File: src/rtl/bcdt_pkg.sv
package bcdt_pkg;

    localparam int NIB_W = 4;

    // condition code bit positions
    localparam int CC_LT = 3;
    localparam int CC_GT = 2;
    localparam int CC_EQ = 1;
    localparam int CC_SO = 0;

    localparam logic [NIB_W-1:0] SGN_NEG_PREF  = 4'hD;
    localparam logic [NIB_W-1:0] SGN_POS_PREF  = 4'hC;
    localparam logic [NIB_W-1:0] SGN_POS_ALT   = 4'hF;

    function automatic logic sign_is_neg(input logic [NIB_W-1:0] s);
        return (s == 4'hB) || (s == 4'hD);
    endfunction

    function automatic logic sign_is_bad(input logic [NIB_W-1:0] s);
        return s < 4'hA;
    endfunction

    function automatic logic [NIB_W-1:0] pref_sign(input logic neg, input logic alt);
        if (neg)
            return SGN_NEG_PREF;
        return alt ? SGN_POS_ALT : SGN_POS_PREF;
    endfunction

endpackage

File: src/rtl/bcdt_digit_check.sv
module bcdt_digit_check
    import bcdt_pkg::*;
#(
    parameter int NIBBLES = 32,
    localparam int DW = NIBBLES * NIB_W
) (
    input  logic [DW-1:0] value,
    output logic          digit_bad,
    output logic          sign_bad
);

    logic [NIBBLES-1:1] bad_vec;

    for (genvar i = 1; i < NIBBLES; i++) begin : g_dig
        assign bad_vec[i] = value[i*NIB_W +: NIB_W] > 4'd9;
    end

    assign digit_bad = |bad_vec;
    assign sign_bad  = sign_is_bad(value[NIB_W-1:0]);

endmodule

File: src/rtl/bcdt_trunc_mask.sv
module bcdt_trunc_mask
    import bcdt_pkg::*;
#(
    parameter int NIBBLES = 32,
    localparam int DW    = NIBBLES * NIB_W,
    localparam int CNT_W = $clog2(NIBBLES)
) (
    input  logic [DW-1:0]    value,
    input  logic [CNT_W-1:0] count,
    output logic [DW-1:0]    kept,
    output logic             lost,
    output logic             kept_zero
);

    logic [CNT_W:0]     thresh;
    logic [NIBBLES-1:1] clr_vec;
    logic [NIBBLES-1:1] lost_vec;
    logic [NIBBLES-1:1] live_vec;

    assign thresh = (CNT_W+1)'(NIBBLES) - {1'b0, count};

    for (genvar i = 1; i < NIBBLES; i++) begin : g_dig
        logic nz;
        assign nz          = value[i*NIB_W +: NIB_W] != '0;
        assign clr_vec[i]  = (CNT_W+1)'(i) >= thresh;
        assign lost_vec[i] = clr_vec[i] & nz;
        assign live_vec[i] = ~clr_vec[i] & nz;
        assign kept[i*NIB_W +: NIB_W] = clr_vec[i] ? '0 : value[i*NIB_W +: NIB_W];
    end

    assign kept[NIB_W-1:0] = value[NIB_W-1:0];
    assign lost      = |lost_vec;
    assign kept_zero = ~|live_vec;

endmodule

File: src/rtl/bcd_trunc_unit.sv
module bcd_trunc_unit
    import bcdt_pkg::*;
#(
    parameter int NIBBLES = 32,
    localparam int DW    = NIBBLES * NIB_W,
    localparam int CNT_W = $clog2(NIBBLES)
) (
    input  logic          clk,
    input  logic          rst_n,
    input  logic          in_valid,
    input  logic [DW-1:0] src_val,
    input  logic [DW-1:0] src_ctl,
    input  logic          pref_sel,
    output logic          out_valid,
    output logic [DW-1:0] result,
    output logic [3:0]    cond
);

    typedef struct packed {
        logic          vld;
        logic [DW-1:0] res;
        logic [3:0]    cc;
    } state_t;

    state_t st_d, st_q;

    logic          digit_bad, sign_bad;
    logic [DW-1:0] kept;
    logic          lost, kept_zero;
    logic          ctl_hi_unused;

    assign ctl_hi_unused = ^src_ctl[DW-1:CNT_W];

    bcdt_digit_check #(.NIBBLES(NIBBLES)) u_check (
        .value     (src_val),
        .digit_bad (digit_bad),
        .sign_bad  (sign_bad)
    );

    bcdt_trunc_mask #(.NIBBLES(NIBBLES)) u_mask (
        .value     (src_val),
        .count     (src_ctl[CNT_W-1:0]),
        .kept      (kept),
        .lost      (lost),
        .kept_zero (kept_zero)
    );

    always_comb begin
        logic neg;
        st_d     = st_q;
        st_d.vld = in_valid;
        neg      = sign_is_neg(src_val[NIB_W-1:0]);
        if (in_valid) begin
            if (digit_bad || sign_bad) begin
                st_d.res        = src_val;
                st_d.cc         = '0;
                st_d.cc[CC_SO]  = 1'b1;
            end else begin
                st_d.res = {kept[DW-1:NIB_W], pref_sign(neg, pref_sel)};
                st_d.cc[CC_LT] = ~kept_zero & neg;
                st_d.cc[CC_GT] = ~kept_zero & ~neg;
                st_d.cc[CC_EQ] = kept_zero;
                st_d.cc[CC_SO] = lost;
            end
        end
    end

    always_ff @(posedge clk) begin
        if (!rst_n)
            st_q <= '0;
        else
            st_q <= st_d;
    end

    assign out_valid = st_q.vld;
    assign result    = st_q.res;
    assign cond      = st_q.cc;

endmodule

File: config.mk
export PLATFORM = sky130hd
export DESIGN_NAME = bcd_trunc_unit
export DESIGN_NICKNAME = d
export VERILOG_FILES = /design/src/rtl/bcdt_pkg.sv /design/src/rtl/bcdt_digit_check.sv /design/src/rtl/bcdt_trunc_mask.sv /design/src/rtl/bcd_trunc_unit.sv
export SDC_FILE = /design/constraint.sdc
export NUM_CORES = 1
export LEC_CHECK = 0
export ABC_AREA = 1
export CAP_MARGIN = 20
export CORE_AREA = 5 5 150 152
export DETAILED_ROUTE_END_ITERATION = 16
export DIE_AREA = 0 0 155 157
export PLACE_DENSITY = 0.7
export SYNTH_ARGS = -nofsm -noshare
export SYNTH_HDL_FRONTEND = slang
export SYNTH_SLANG_ARGS = --single-unit
File: constraint.sdc
create_clock -name clk -period 3.8 [get_ports clk]
set_input_delay 0.38 -clock clk [delete_from_list [all_inputs] [get_ports clk]]
set_output_delay 0.38 -clock clk [all_outputs]
set_load 0.01 [all_outputs]
==> metrics.md <==
| Metric | Value |
|---|---|
| Status | `finished clean` |
| Syn_nets | `1299` |
| Post-synth top cells | `294 x nand2_1, 165 x nand3_1, 137 x nor2_1` |
| Peak VDD IR | `285 uV` |
| Grt met1 use | `28.5%` |
| Max Cap Viol | `0` |
| DR vias/cell | `4.97` |
| Number of enable flip-flop cells after synthesis | `0` |
| Initial antenna violation count | `3` |
| Number of buffers added on ports | `269` |
| WHS | `420 ps` |
| Global routing's busiest layer | `met2` |
| Yosys top cell area share | `40.2%` |
| Sum of negative setup slack | `0 ps` |
| Layout cells sized above 1 | `3.86%` |
| Slew Limit Fails | `0` |
| Inst Count DP | `1537` |
| Total CTS buffers | `17` |
| CTS tree | `built` |
| RSZ-0062 raised after global routing | `false` |
| Crit path time final | `2810 ps` |
| Final antenna-violating net count | `0` |
| Max Clock Skew | `0 ps` |
| Via count | `7807` |
| YS warnings | `0` |
| Initial Util | `31.7%` |
| Die width | `155 um` |
| Final hold violations | `0` |
| Synth Register Bits | `133` |
| CTS Hold Bufs | `0` |
| H-Tree Depth | `4` |
| Die area | `24300 um2` |
| Routed wire length per instance | `17.3 um` |
| Mapped Area | `6620 um2` |
| Slew headroom | `30.2%` |
| Synth area leaders | `dfxtp_1 40%, nand2_1 17%, nand3_1 12%` |
| Post CTS Setup Buffer Count | `0` |
| Die height | `157 um` |
| GPL Wtd Cong | `0.918` |
| Clock slew at reported path FFs | `70 ps` |
| Root buf cell | `clkbuf_16` |
| Power Total | `4.01 mW` |
| Register area share after synthesis | `40.2%` |
| M3 GR Usage | `8.52%` |
| Area Growth Syn to Fin | `53.4%` |
| Post-detail-place hpwl | `21.2 mm` |
| Vias in the first global route | `7205` |
| Leak pwr | `4.09 nW` |
| Hold Crit Class | `input port to flop` |
| Setup crit end kind | `flop` |
| Post-Syn Area per Cell | `6.39 um2` |
| CP Launch Point | `src_ctl[0]` |
| Setup CP Type | `input port to flop` |
| # IOs | `393` |
| Tcrit/Tclk final | `73.9%` |
| Final cell count without fillers | `1570` |
| Cell taking the most area after synthesis | `dfxtp_1` |
| Fill cell count | `2183` |
| Layout Nets | `1544` |
| First drt pass iteration count | `8` |
| Initial DRC Count | `538` |
| Post-Synthesis Cells | `1036` |
| CP max FO | `9` |
| Worst EP required | `4080 ps` |
| Later-pin clock latency in the skew report | `420 ps` |
| Post-cts sizing count | `0` |
| Most frequent cell after synthesis | `nand2_1` |
| CTS max path bufs | `2` |
| CP arrival | `3080 ps` |
| Cell area power density | `395 nW/um2` |
| Worst setup SP type | `input port` |
| Largest net degree at the start of global routing | `99` |
| Met2 Track Usage GR | `33.2%` |
| FP Rows | `53` |
| # setup viols final | `0` |
| Worst R2R Start | `result[1]` |
| # DRC | `0` |
| Core footprint | `20900 um2` |
| Min-delay src | `in_valid` |
| FMAX | `0.356 GHz` |
| Unique masters post-synth | `30` |
| Post-synth ARST share | `0%` |
| First-pass GRT wire length | `40.9 mm` |
| Ys flop type | `dfxtp_1` |
| Global route overflow | `0` |
| Routed wire length | `27.1 mm` |
| Clock sink count | `133` |
| All-Layer GR Usage | `21.5%` |
| Final core occ | `48.6%` |
| Actual slew at the worst max-slew pin | `1050 ps` |
-- area by class of cell --
class	instances	area, um2	area share, %
diodes	1	2.50	0.0246
clock buffers	21	470	4.63
clock inverters	11	149	1.47
inverters	59	226	2.23
multi-input cells	795	3540	34.9
flip-flops and latches	133	2660	26.2
well taps	275	344	3.39
repair buffers	275	2760	27.2
-- stage by stage --
stage / worst slack [ps] / cell area (um2)
final: 992 / 10200
after floorplan: 1690 / 6620
after detailed placement: 645 / 9540
after CTS: 1080 / 10200
after global routing: 770 / 10200
after global placement: 622 / 9540
-- registers in the layout (all words and copies together) (netlist names) --
| name | count |
|---|---|
| cond | 4 |
| out_valid | 1 |
| result | 128 |
-- power breakdown --
group	internal (mW)	switching [mW]
combinational	0.366	0.379
sequential	1.47	0.0385
clock	1.09	0.669
total	2.92	1.09
-- metal layers --
metal | wire length [um] | vias up
met2 | 12000 | 319
li1 | - | 3907
met4 | 300 | 6
met5 | 47 | -
met1 | 11900 | 3547
met3 | 2900 | 28
-- placed cells by master, fill, tap and decap left out, types with 17 or more instances in the layout --
cell type        Yosys  routed
clkbuf_16            0      17
o21ai_0             17      17
dfxtp_1            133     133
nor2_1             137     137
clkdlybuf4s50_1      0     268
nand3_1            165     165
inv_1               58      57
nand2_1            294     294
a21oi_1            132     132
-- logic make-up (layout without fill, tap and decap cells) --
group | Yosys count | after routing | synth area share [%]
AO/OA/AOI/OAI | 167 | 167 | 13.2
adder cells (fa/ha/maj) | 3 | 3 | 0.567
buffers and inverters | 108 | 366 | 6.27
flip-flops | 133 | 133 | 40.2
other | 0 | 1 | 0
AND/OR/NAND/NOR | 625 | 625 | 39.7
-- final timing paths --
| kind | slack (ps) | cells past startpoint | endpoint |
|---|---|---|---|
| min | 420 | 2 | result[2] |
| max | 990 | 17 | cond[2] |
| min reg2reg | 460 | 2 | result[55] |
| max reg2reg | 3080 | 2 | result[1] |
-- worst max-delay path: stages --
cell	delay (ps)
clkdlybuf4s50_1	490
inv_1	110
ha_1	330
nand2_1	120
inv_1	50
nor2_1	260
nand3_1	190
nor2_1	280
nand2_1	110
nand2_1	80
nand2_1	50
nor2_1	100
nand2_1	60
nor2_1	200
nand2_1	100
nand2_1	90
a21oi_1	60
(Power assumes the default switching activity.)
